===== config.mk =====
export PLATFORM = sky130hd
export DESIGN_NAME = tlb_top
export DESIGN_NICKNAME = d
export VERILOG_FILES = /design/src/rtl/tlb_pkg.sv /design/src/rtl/tlb_store.sv /design/src/rtl/tlb_victim.sv /design/src/rtl/tlb_match.sv /design/src/rtl/tlb_perm.sv /design/src/rtl/tlb_top.sv
export SDC_FILE = /design/constraint.sdc
export NUM_CORES = 1
export LEC_CHECK = 0
export BUFFER_PORTS_ARGS = -buffer_cell sky130_fd_sc_hd__buf_2
export CORE_UTILIZATION = 50
export DETAILED_ROUTE_END_ITERATION = 8
export PLACE_DENSITY_LB_ADDON = 0.08
export SLEW_MARGIN = 10
export SYNTH_ARGS = -nofsm -noshare
export SYNTH_HDL_FRONTEND = slang
export SYNTH_SLANG_ARGS = --single-unit
export TNS_END_PERCENT = 1

===== constraint.sdc =====
create_clock -name clk -period 2.8 [get_ports clk]
set_input_delay 0.84 -clock clk [delete_from_list [all_inputs] [get_ports clk]]
set_output_delay 0.84 -clock clk [all_outputs]
set_load 0.1 [all_outputs]

===== src/rtl/tlb_pkg.sv =====
package tlb_pkg;
  parameter int VA_W  = 32;
  parameter int OFF_W = 12;
  parameter int IDX_W = 2;
  parameter int WAYS  = 4;
  parameter int PPN_W = 20;

  localparam int VPN_W = VA_W - OFF_W;
  localparam int TAG_W = VPN_W - IDX_W;
  localparam int SETS  = 1 << IDX_W;
  localparam int WAY_W = (WAYS > 1) ? $clog2(WAYS) : 1;
  localparam int PA_W  = PPN_W + OFF_W;

  typedef struct packed {
    logic [PPN_W-1:0] ppn;
    logic             sup;
    logic             rd;
    logic             wr;
    logic             ex;
  } pte_t;

  typedef enum logic [1:0] {
    ACC_READ  = 2'd0,
    ACC_WRITE = 2'd1,
    ACC_FETCH = 2'd2,
    ACC_RSVD  = 2'd3
  } acc_e;
endpackage


===== src/rtl/tlb_store.sv =====
module tlb_store
  import tlb_pkg::*;
(
  input  logic                       clk,
  input  logic                       rst_n,
  input  logic [IDX_W-1:0]           rd_idx,
  output logic [WAYS-1:0]            rd_vld,
  output logic [WAYS-1:0][TAG_W-1:0] rd_tag,
  output pte_t [WAYS-1:0]            rd_pte,
  input  logic [IDX_W-1:0]           fill_idx,
  output logic [WAYS-1:0]            fs_vld,
  output logic [WAYS-1:0][TAG_W-1:0] fs_tag,
  output logic [WAY_W-1:0]           fs_ptr,
  input  logic                       wr_en,
  input  logic [WAY_W-1:0]           wr_way,
  input  logic [TAG_W-1:0]           wr_tag,
  input  pte_t                       wr_pte,
  input  logic                       ptr_adv,
  input  logic                       flush
);
  logic [SETS-1:0][WAYS-1:0]  vld_q, vld_d;
  logic [SETS-1:0][WAY_W-1:0] ptr_q, ptr_d;
  logic [TAG_W-1:0]           tag_q [SETS][WAYS];
  pte_t                       pte_q [SETS][WAYS];
  logic                       wr_go;

  assign wr_go = wr_en & ~flush;

  // next-state of valid bits and replacement pointers
  always_comb begin
    vld_d = vld_q;
    ptr_d = ptr_q;
    if (flush) begin
      vld_d = '0;
      ptr_d = '0;
    end else if (wr_en) begin
      vld_d[fill_idx][wr_way] = 1'b1;
      if (ptr_adv) begin
        if (ptr_q[fill_idx] == WAY_W'(WAYS - 1)) ptr_d[fill_idx] = '0;
        else ptr_d[fill_idx] = ptr_q[fill_idx] + 1'b1;
      end
    end
  end

  always_ff @(posedge clk or negedge rst_n) begin
    if (!rst_n) begin
      vld_q <= '0;
      ptr_q <= '0;
    end else begin
      vld_q <= vld_d;
      ptr_q <= ptr_d;
    end
  end

  // payload storage: write-enabled, no reset
  always_ff @(posedge clk) begin
    if (wr_go) begin
      tag_q[fill_idx][wr_way] <= wr_tag;
      pte_q[fill_idx][wr_way] <= wr_pte;
    end
  end

  generate
    for (genvar w = 0; w < WAYS; w++) begin : g_port
      assign rd_vld[w] = vld_q[rd_idx][w];
      assign rd_tag[w] = tag_q[rd_idx][w];
      assign rd_pte[w] = pte_q[rd_idx][w];
      assign fs_vld[w] = vld_q[fill_idx][w];
      assign fs_tag[w] = tag_q[fill_idx][w];
    end
  endgenerate

  assign fs_ptr = ptr_q[fill_idx];


  flush_clears_chk: assert property (@(posedge clk) disable iff (!rst_n)
    flush |=> (vld_q == '0 && ptr_q == '0));


  ptr_hold_chk: assert property (@(posedge clk) disable iff (!rst_n)
    (!wr_en && !flush) |=> $stable(ptr_q));
endmodule


===== src/rtl/tlb_victim.sv =====
module tlb_victim
  import tlb_pkg::*;
(
  input  logic [WAYS-1:0]            fs_vld,
  input  logic [WAYS-1:0][TAG_W-1:0] fs_tag,
  input  logic [WAY_W-1:0]           fs_ptr,
  input  logic [TAG_W-1:0]           new_tag,
  output logic [WAY_W-1:0]           way,
  output logic                       adv
);
  logic             tag_seen;
  logic [WAY_W-1:0] tag_way;
  logic             hole_seen;
  logic [WAY_W-1:0] hole_way;

  always_comb begin
    tag_seen  = 1'b0;
    tag_way   = '0;
    hole_seen = 1'b0;
    hole_way  = '0;
    for (int w = WAYS - 1; w >= 0; w--) begin
      if (fs_vld[w] && fs_tag[w] == new_tag) begin
        tag_seen = 1'b1;
        tag_way  = WAY_W'(w);
      end
      if (!fs_vld[w]) begin
        hole_seen = 1'b1;
        hole_way  = WAY_W'(w);
      end
    end
    if (tag_seen)       way = tag_way;
    else if (hole_seen) way = hole_way;
    else                way = fs_ptr;
    adv = ~tag_seen & ~hole_seen;
  end
endmodule


===== src/rtl/tlb_match.sv =====
module tlb_match
  import tlb_pkg::*;
(
  input  logic                       clk,
  input  logic                       rst_n,
  input  logic [WAYS-1:0]            rd_vld,
  input  logic [WAYS-1:0][TAG_W-1:0] rd_tag,
  input  pte_t [WAYS-1:0]            rd_pte,
  input  logic [TAG_W-1:0]           lk_tag,
  output logic                       hit,
  output pte_t                       pte
);
  logic [WAYS-1:0] way_hit;

  generate
    for (genvar w = 0; w < WAYS; w++) begin : g_cmp
      assign way_hit[w] = rd_vld[w] && (rd_tag[w] == lk_tag);
    end
  endgenerate

  always_comb begin
    pte = '0;
    for (int w = 0; w < WAYS; w++) begin
      if (way_hit[w]) pte = pte | rd_pte[w];
    end
  end

  assign hit = |way_hit;


  single_way_chk: assert property (@(posedge clk) disable iff (!rst_n)
    $onehot0(way_hit));
endmodule


===== src/rtl/tlb_perm.sv =====
module tlb_perm
  import tlb_pkg::*;
(
  input  logic [3:0] perm,
  input  acc_e       acc,
  input  logic       user,
  output logic       fault
);
  logic p_sup, p_rd, p_wr, p_ex;
  assign {p_sup, p_rd, p_wr, p_ex} = perm;

  always_comb begin
    unique case (acc)
      ACC_WRITE: fault = ~p_wr;
      ACC_FETCH: fault = ~p_ex;
      default:   fault = ~p_rd;
    endcase
    if (user && p_sup) fault = 1'b1;
  end
endmodule


===== src/rtl/tlb_top.sv =====
module tlb_top
  import tlb_pkg::*;
(
  input  logic             clk,
  input  logic             rst_n,
  input  logic             lk_valid,
  input  logic [VA_W-1:0]  lk_vaddr,
  input  logic [1:0]       lk_acc,
  input  logic             lk_user,
  input  logic             fill_valid,
  input  logic [VPN_W-1:0] fill_vpn,
  input  logic [PPN_W-1:0] fill_ppn,
  input  logic [3:0]       fill_perm,
  input  logic             flush,
  output logic             rsp_valid,
  output logic             rsp_hit,
  output logic             rsp_miss,
  output logic             rsp_fault,
  output logic [PA_W-1:0]  rsp_paddr,
  output logic [3:0]       rsp_perm
);
  // reset: asserted asynchronously, released on the clock
  logic [1:0] rs_q;
  logic       rst_ni;
  always_ff @(posedge clk or negedge rst_n) begin
    if (!rst_n) rs_q <= '0;
    else        rs_q <= {rs_q[0], 1'b1};
  end
  assign rst_ni = rs_q[1];

  // address split
  logic [OFF_W-1:0] lk_off;
  logic [IDX_W-1:0] lk_idx, fl_idx;
  logic [TAG_W-1:0] lk_tag, fl_tag;
  assign lk_off = lk_vaddr[OFF_W-1:0];
  assign lk_idx = lk_vaddr[OFF_W+IDX_W-1:OFF_W];
  assign lk_tag = lk_vaddr[VA_W-1:OFF_W+IDX_W];
  assign fl_idx = fill_vpn[IDX_W-1:0];
  assign fl_tag = fill_vpn[VPN_W-1:IDX_W];

  pte_t fl_pte;
  assign fl_pte = '{ppn: fill_ppn, sup: fill_perm[3], rd: fill_perm[2],
                    wr: fill_perm[1], ex: fill_perm[0]};

  logic [WAYS-1:0]            rd_vld, fs_vld;
  logic [WAYS-1:0][TAG_W-1:0] rd_tag, fs_tag;
  pte_t [WAYS-1:0]            rd_pte;
  logic [WAY_W-1:0]           fs_ptr, vic_way;
  logic                       vic_adv;

  tlb_store u_store (
    .clk(clk), .rst_n(rst_ni),
    .rd_idx(lk_idx), .rd_vld(rd_vld), .rd_tag(rd_tag), .rd_pte(rd_pte),
    .fill_idx(fl_idx), .fs_vld(fs_vld), .fs_tag(fs_tag), .fs_ptr(fs_ptr),
    .wr_en(fill_valid), .wr_way(vic_way), .wr_tag(fl_tag), .wr_pte(fl_pte),
    .ptr_adv(vic_adv), .flush(flush)
  );

  tlb_victim u_victim (
    .fs_vld(fs_vld), .fs_tag(fs_tag), .fs_ptr(fs_ptr),
    .new_tag(fl_tag), .way(vic_way), .adv(vic_adv)
  );

  logic m_hit;
  pte_t m_pte;
  tlb_match u_match (
    .clk(clk), .rst_n(rst_ni),
    .rd_vld(rd_vld), .rd_tag(rd_tag), .rd_pte(rd_pte),
    .lk_tag(lk_tag), .hit(m_hit), .pte(m_pte)
  );

  logic [3:0] m_perm;
  logic       m_fault;
  assign m_perm = {m_pte.sup, m_pte.rd, m_pte.wr, m_pte.ex};

  tlb_perm u_perm (
    .perm(m_perm), .acc(acc_e'(lk_acc)), .user(lk_user), .fault(m_fault)
  );

  // response next-state
  logic            hit_d, miss_d, fault_d;
  logic [PA_W-1:0] paddr_d;
  logic [3:0]      perm_d;
  always_comb begin
    hit_d   = lk_valid & m_hit & ~m_fault;
    fault_d = lk_valid & m_hit & m_fault;
    miss_d  = lk_valid & ~m_hit;
    paddr_d = (m_hit & ~m_fault) ? {m_pte.ppn, lk_off} : '0;
    perm_d  = m_hit ? m_perm : '0;
  end

  always_ff @(posedge clk or negedge rst_ni) begin
    if (!rst_ni) begin
      rsp_valid <= 1'b0;
      rsp_hit   <= 1'b0;
      rsp_miss  <= 1'b0;
      rsp_fault <= 1'b0;
      rsp_paddr <= '0;
      rsp_perm  <= '0;
    end else begin
      rsp_valid <= lk_valid;
      rsp_hit   <= hit_d;
      rsp_miss  <= miss_d;
      rsp_fault <= fault_d;
      if (lk_valid) begin
        rsp_paddr <= paddr_d;
        rsp_perm  <= perm_d;
      end
    end
  end


  one_outcome_chk: assert property (@(posedge clk) disable iff (!rst_ni)
    rsp_valid |-> $onehot({rsp_hit, rsp_miss, rsp_fault}));


  idle_quiet_chk: assert property (@(posedge clk) disable iff (!rst_ni)
    !rsp_valid |-> !(rsp_hit || rsp_miss || rsp_fault));


  resp_latency_chk: assert property (@(posedge clk) disable iff (!rst_ni)
    lk_valid |=> rsp_valid);


  offset_pass_chk: assert property (@(posedge clk) disable iff (!rst_ni)
    (lk_valid && m_hit && !m_fault) |=> rsp_paddr[OFF_W-1:0] == $past(lk_off));
endmodule


==> impl_metrics.env, run 1 <==
export IMPL_wl_met1_mm=35.99
export IMPL_grt_pass1_vias=18960
export IMPL_path_buf_inv=5
export IMPL_slew_violations=0
export IMPL_dieHeight_um=255.2
export IMPL_netSwitchingFraction_pct=22.20
export IMPL_hold_class="flop to flop"
export IMPL_critPathArrivalTime_ns=3.96
export IMPL_setup_viol=734
export IMPL_finalClockSkew_ns=0.01969
export IMPL_io_pins=124
export IMPL_synth_distinct_cells=69
export IMPL_ys_warnings_count=0
export IMPL_crit_family="simple AND/OR/NAND/NOR gates"
export IMPL_path_max_fanout=6
export IMPL_maxCapViolations=0
export IMPL_power_switching_mw=5.423
export IMPL_syn_nets=1799
export IMPL_syn_area_per_cell_um2=18.72
export IMPL_overflow=0
export IMPL_layout_drive_gt1_share_pct=43.00
export IMPL_synth_enable_flop_cells=672
export IMPL_synth_most_common_cell="edfxtp_1"
export IMPL_drt_iter0_markers=1691
export IMPL_cts_max_path_buffers=3
export IMPL_r2r_cells=11
export IMPL_rsz0062_at_grt="yes"
export IMPL_routed_top_layer="met5"
export IMPL_slew_headroom_pct=36.66
export IMPL_routedWlPerCell_um=29.07
export IMPL_firstDrtPassIters=5
export IMPL_clk_pin_slew_ns=0.06
export IMPL_p_int_mw=19.00
export IMPL_synthCells=1712
export IMPL_grt_max_degree=65
export IMPL_crit_chain="buf_16, buf_12, mux4_2, xnor2_2, nand4_1, nor2_2, nand4_1, buf_4, a31oi_4, or3b_4, nor2_4, buf_12, clkbuf_16"
export IMPL_cts_buffers=77
export IMPL_fin_crit_sh_pct=129.8
export IMPL_synth_common_cells="672 x edfxtp_1, 217 x mux4_2, 93 x xnor2_1"
export IMPL_area_growth_pct=25.57
export IMPL_dp_slack_ns=-1.817
export IMPL_ys_ff_latch=738
export IMPL_cpMaxStageDelayCell="mux4_2"
export IMPL_powerDensity_nw_per_um2=607.0
export IMPL_max_stage_delay_ns=0.53
export IMPL_drt_wl_total_mm=90.10
export IMPL_clockRootBuffer="clkbuf_16"
export IMPL_gp_congestion=0.9362
export IMPL_p_leak_nw=14.17
export IMPL_track_usage_pct=28.25
export IMPL_worst_pin_slew_ns=0.9502
export IMPL_vias=18510
export IMPL_min_period_ns=3.633
export IMPL_worst_path_stages=13
export IMPL_worst_slack_ns=-0.8334
export IMPL_cts_tree="built"
export IMPL_synthTopCellsByArea="edfxtp_1 63%, mux4_2 15%, dfrtp_1 5.2%"
export IMPL_synth_area_um2=32050
export IMPL_crit_path_end_kind="flop"
export IMPL_met3_length_mm=5.849
export IMPL_power_frac_comb_pct=8.1
export IMPL_die_w_um=255.2
export IMPL_core_area_um2=63200
export IMPL_vias_per_cell=5.972
export IMPL_peakVddDrop_uv=523.4
export IMPL_antenna_left=0
export IMPL_yosys_area_top_type="edfxtp_1"
export IMPL_tns_ns=-464.70
export IMPL_synth_top_cell_area_share_pct=62.97
export IMPL_grt_pass1_wl_mm=129.4
export IMPL_pwr_share_seq_pct=49.7
export IMPL_wl_met2_mm=45.21
export IMPL_async_flop_share_pct=8.943
export IMPL_ys_seq_area_share_pct=68.12
export IMPL_cts_max_level=3
export IMPL_crit_path_start_kind="input pin"
export IMPL_rows=92
export IMPL_dieArea_um2=65110
export IMPL_min_path_cells=0
export IMPL_clkPwrFrac_pct=42.2
export IMPL_hold_viol_final=0
export IMPL_drc=0
export IMPL_clk_latency_ns=0.62
export IMPL_cts_sinks=738
export IMPL_fmaxAchievable_mhz=275.2
export IMPL_yosys_most_used_dff="edfxtp_1"
export IMPL_initial_core_util_pct=50.71
export IMPL_critPathKind="input pin to flop"
export IMPL_final_nets=2276
export IMPL_status="finished, violations left"
export IMPL_rrSetupSlack_ns=-0.79
export IMPL_violations="negative setup slack"
export IMPL_hpwlAfterDp_mm=61.88
export IMPL_required_ns=3.13
export IMPL_antenna_found_initial=1
export IMPL_portBuffers=123
flip-flops by register name (all words and copies together), names as in the netlist:
| register | cells |
|---|---|
| rs_q | 2 |
| rsp_fault | 1 |
| rsp_hit | 1 |
| rsp_miss | 1 |
| rsp_paddr | 32 |
| rsp_perm | 4 |
| rsp_valid | 1 |
| u_store.pte_q | 384 |
| u_store.ptr_q | 8 |
| u_store.tag_q | 288 |
| u_store.vld_q | 16 |
logic make-up after synthesis:
| group | after synthesis | synth area share (%) |
|---|---|---|
| DFF | 738 | 68.12 |
| muxes | 300 | 17.90 |
| and+or+nand+nor | 200 | 3.432 |
| buffers and inverters | 182 | 2.608 |
| AOI/OAI and AO/OA | 148 | 3.982 |
| xor gates and xnor gates | 140 | 3.826 |
| adders and majority gates | 3 | 0.1171 |
| other | 1 | 0.01170 |
through the flow:
| step | instances | hold WS [ns] | total power [mW] | instance area [um^2] | utilization [%] |
|---|---|---|---|---|---|
| final | 3099 | 0.3561 | 24.43 | 40240 | 63.68 |
| after global routing | 3097 | 0.3692 | 25.10 | 40240 | 63.67 |
| after CTS | 3092 | 0.3592 | 24.55 | 39850 | 63.05 |
| after detailed placement | 2933 | 0.3450 | 14.21 | 36600 | 57.92 |
| after global placement | 2933 | 0.3387 | 14.20 | 36600 | 57.92 |
| after floorplan | 1712 | 0.3312 | 13.32 | 32290 | - |
layout make-up:
cell class / instances / area (um^2)
Sequential cell: 738 / 21830
Multi-Input combinational cell: 792 / 10040
Tap cell: 846 / 1059
Antenna cell: 2 / 5.005
Fill cell: 4460 / 22950
Inverter: 74 / 277.8
Timing Repair Buffer: 506 / 4494
Clock buffer: 97 / 2064
Clock inverter: 44 / 467.9
repair_timing:
action                                  CTS  global route
gates cloned                              4             1
pin swaps                                14            19
hold buffers                              1             0
resized for setup                        81            53
setup buffers                            14             4
endpoints found under the setup margin  735           735
endpoints found under the hold margin     2             0
cell usage in the layout (no fill, tap or decap), types with 5 or more instances in the layout:
| cell | count |
|---|---|
| clkbuf_16 | 80 |
| buf_12 | 50 |
| clkinv_2 | 14 |
| buf_6 | 24 |
| inv_1 | 72 |
| o211ai_1 | 5 |
| buf_2 | 119 |
| dfrtp_1 | 65 |
| xor2_1 | 42 |
| xnor2_1 | 73 |
| mux2i_1 | 65 |
| nand2_1 | 33 |
| clkinvlp_4 | 8 |
| nor2b_1 | 23 |
| o22ai_1 | 22 |
| buf_4 | 297 |
| a211oi_1 | 21 |
| nor2_4 | 13 |
| nand4_1 | 38 |
| o2bb2ai_2 | 8 |
| clkbuf_1 | 16 |
| a21oi_1 | 7 |
| bufinv_16 | 8 |
| o21ai_0 | 6 |
| o32ai_2 | 19 |
| nand3_1 | 15 |
| o2bb2ai_1 | 15 |
| mux2_2 | 13 |
| clkinv_1 | 9 |
| or3_1 | 6 |
| nand2b_1 | 6 |
| edfxtp_1 | 672 |
| mux4_2 | 217 |
| buf_16 | 8 |
| nor3_2 | 8 |
| xnor2_2 | 17 |
| nor2_1 | 22 |
final timing paths:
kind / to / from
worst min register to register: rs_q[1] / rs_q[0]
min in group asynchronous: u_store.ptr_q[5] / rs_q[1]
worst max-delay path: u_store.pte_q[3][20] / fill_vpn[0]
max in group asynchronous: rsp_paddr[22] / rs_q[1]
worst min-delay path: rs_q[1] / rs_q[0]
worst max register to register: u_store.pte_q[3][20] / u_store.tag_q[1][7]
layer usage:
layer / track usage (%) / vias up
met5: 0 / -
met4: 10.52 / 2
met3: 4.912 / 150
met2: 46.83 / 706
met1: 37.64 / 9750
li1: - / 7898
power groups by stage:
stage	Combinational [mW]	Sequential [mW]	Clock, mW
after CTS	1.95	12.1	10.5
after global routing	2.08	12.1	10.9
after floorplan	0.951	12.4	0
after detailed placement	1.84	12.4	0
final	1.98	12.1	10.3
after global placement	1.83	12.4	0
Power figures use the tool's default switching activity.
==> run 2, diff against run 1 <==
- SKIP_LAST_GASP: default -> 1
- SLEW_MARGIN: 10 -> 20
- TNS_END_PERCENT: 1 -> default
==> run 2 against run 1 <==
Net effect:
- the flow still finishes with violations (negative setup slack)
- clock skew rose by 0.0018 ns
- non-clock buffer count rose by 132
- die area did not move
- final cell count rose by 4.3%
- sequential cell count did not move
- largest cell class unchanged
==> impl_metrics.env, run 2 (synthesis results as in run 1) <==
export IMPL_peakVddDrop_uv=592.6
export IMPL_layout_drive_gt1_share_pct=46.14
export IMPL_cts_max_path_buffers=3
export IMPL_path_max_fanout=8
export IMPL_required_ns=3.13
export IMPL_clk_pin_slew_ns=0.06
export IMPL_rows=92
export IMPL_critPathKind="input pin to flop"
export IMPL_largest_register_ffs=384
export IMPL_cts_buffers=78
export IMPL_stdcell_area_um2=43190
export IMPL_fmaxAchievable_mhz=267.9
export IMPL_min_period_ns=3.733
export IMPL_die_w_um=255.2
export IMPL_cts_max_level=3
export IMPL_drt_wl_total_mm=105.3
export IMPL_vias=19900
export IMPL_drt_iter0_markers=2023
export IMPL_setup_viol=734
export IMPL_antenna_found_initial=0
export IMPL_powerDensity_nw_per_um2=587.5
export IMPL_routedWlPerCell_um=32.57
export IMPL_violations="negative setup slack"
export IMPL_slew_headroom_pct=35.57
export IMPL_p_leak_nw=15.47
export IMPL_fin_crit_sh_pct=133.3
export IMPL_critPathArrivalTime_ns=4.06
export IMPL_core_area_um2=63200
export IMPL_io_pins=124
export IMPL_layout_commonest_cell="edfxtp_1"
export IMPL_place_area_um2=36770
export IMPL_antenna_left=0
export IMPL_status="finished, violations left"
export IMPL_area_growth_pct=34.78
export IMPL_firstDrtPassIters=5
export IMPL_final_cell_mix="672 x edfxtp_1, 306 x buf_4, 217 x mux4_2"
export IMPL_initial_core_util_pct=50.71
export IMPL_worst_pin_slew_ns=0.9665
export IMPL_dieArea_um2=65110
export IMPL_top_regs="u_store.pte_q x384, u_store.tag_q x288, rsp_paddr x32"
export IMPL_hold_viol_final=0
export IMPL_top_register="u_store.pte_q"
export IMPL_min_to="rs_q[1]"
export IMPL_grt_pass1_vias=19510
export IMPL_final_core_util_pct=68.35
export IMPL_portBuffers=123
export IMPL_finalClockSkew_ns=0.02151
export IMPL_crit_path_end_kind="flop"
export IMPL_rsz0062_at_grt="yes"
export IMPL_grt_pass1_wl_mm=136.1
export IMPL_rrSetupSlack_ns=-0.78
export IMPL_hpwlAfterDp_mm=62.21
export IMPL_clockRootBuffer="clkbuf_16"
export IMPL_gp_congestion=0.9004
export IMPL_maxCapViolations=0
export IMPL_track_usage_pct=29.93
export IMPL_min_delay_start="rs_q[0]"
export IMPL_crit_path_start_kind="input pin"
export IMPL_min_path_cells=0
export IMPL_dieHeight_um=255.2
export IMPL_clk_latency_ns=0.64
export IMPL_drc=0
export IMPL_slew_violations=0
export IMPL_rr_endpoint="u_store.tag_q[0][11]"
export IMPL_hold_class="flop to flop"
export IMPL_overflow=0
export IMPL_grt_max_degree=89
export IMPL_r2r_cells=13
export IMPL_worst_slack_ns=-0.9327
export IMPL_r2r_start="u_store.tag_q[0][25]"
export IMPL_vias_per_cell=6.156
export IMPL_final_nets=2409
export IMPL_cts_sinks=738
export IMPL_cts_tree="built"
run 2: changes by cell type in the layout (fill, tap and decap cells not counted), sizes merged:
cell      before  now
buf          501  595
bufbuf         3    0
bufinv         8   13
clkbuf        98  139
clkinv        27   28
clkinvlp       8    3
diode          2    1
inv           75   77
run 2: area by class of cell:
cell class | count | area (um^2)
multi-input combinational | 792 | 10120
fill | 4068 | 20000
antenna | 1 | 2.502
timing repair buffer | 638 | 7167
clock inverter | 47 | 635.6
clock buffer | 97 | 2096
inverter | 74 | 280.3
sequential | 738 | 21830
tap | 846 | 1059
run 2: worst max-delay path by stage:
stage / startpoint / to / slack [ns] / cells after the start
2_1_floorplan: fill_vpn[0] / u_store.pte_q[3][72] / -1.32 / 11
3_3_place_gp: fill_vpn[0] / u_store.pte_q[1][59] / -2.17 / 14
3_5_place_dp: fill_vpn[0] / u_store.pte_q[0][76] / -2.17 / 13
4_1_cts: lk_vaddr[12] / rsp_paddr[22] / -0.85 / 13
5_1_grt: fill_vpn[0] / u_store.pte_q[3][1] / -0.97 / 17
6_report: fill_vpn[0] / u_store.tag_q[0][11] / -0.93 / 16
run 2: power breakdown:
group	total (mW)	internal, mW	leakage [nW]	switching, mW
sequential	12.1	12.1	6.96	0.0440
combinational	2.19	1.02	7.18	1.17
clock	11.0	6.58	1.33	4.47
total	25.4	19.7	15.5	5.68
run 2: through the flow:
| stage | power (mW) | hold slack (ns) | TNS, ns | worst slack, ns | cells |
|---|---|---|---|---|---|
| after floorplan | 13.32 | 0.3312 | -833.98 | -1.321 | 1712 |
| after global placement | 14.21 | 0.3399 | -1440.28 | -2.173 | 2934 |
| after detailed placement | 14.23 | 0.3502 | -1433.33 | -2.169 | 2934 |
| after CTS | 25.23 | 0.3838 | -546.34 | -0.8496 | 3145 |
| after global routing | 25.97 | 0.3871 | -616.47 | -0.9734 | 3232 |
| final | 25.38 | 0.3792 | -580.27 | -0.9327 | 3233 |
run 2: what timing repair did:
item                       4_1_cts  5_1_grt
hold buffers                     1        0
resized for setup               86      142
setup endpoints to repair      735      735
cloned                          18       53
hold endpoints to repair         2        0
buffers inserted                49       45
pin swaps                       15       25
run 2: worst max-delay path, stage by stage:
cell and delay [ns]:
buf_16 0.11, buf_12 0.14, buf_6 0.11, mux4_2 0.54
xnor2_2 0.17, buf_4 0.16, nand4_1 0.10, nor2_1 0.15
buf_4 0.15, nand4_1 0.14, buf_4 0.19, a31oi_4 0.19
or3b_4 0.51, nor2_4 0.14, buf_12 0.19, clkbuf_16 0.21
run 2: per-layer routing:
layer | vias up | global-route usage [%] | wire length [um]
li1 | 8199 | - | -
met1 | 10470 | 39.46 | 39630
met2 | 1019 | 51.75 | 52640
met3 | 210 | 4.332 | 8199
met4 | 0 | 8.896 | 4814
met5 | - | 0 | 0
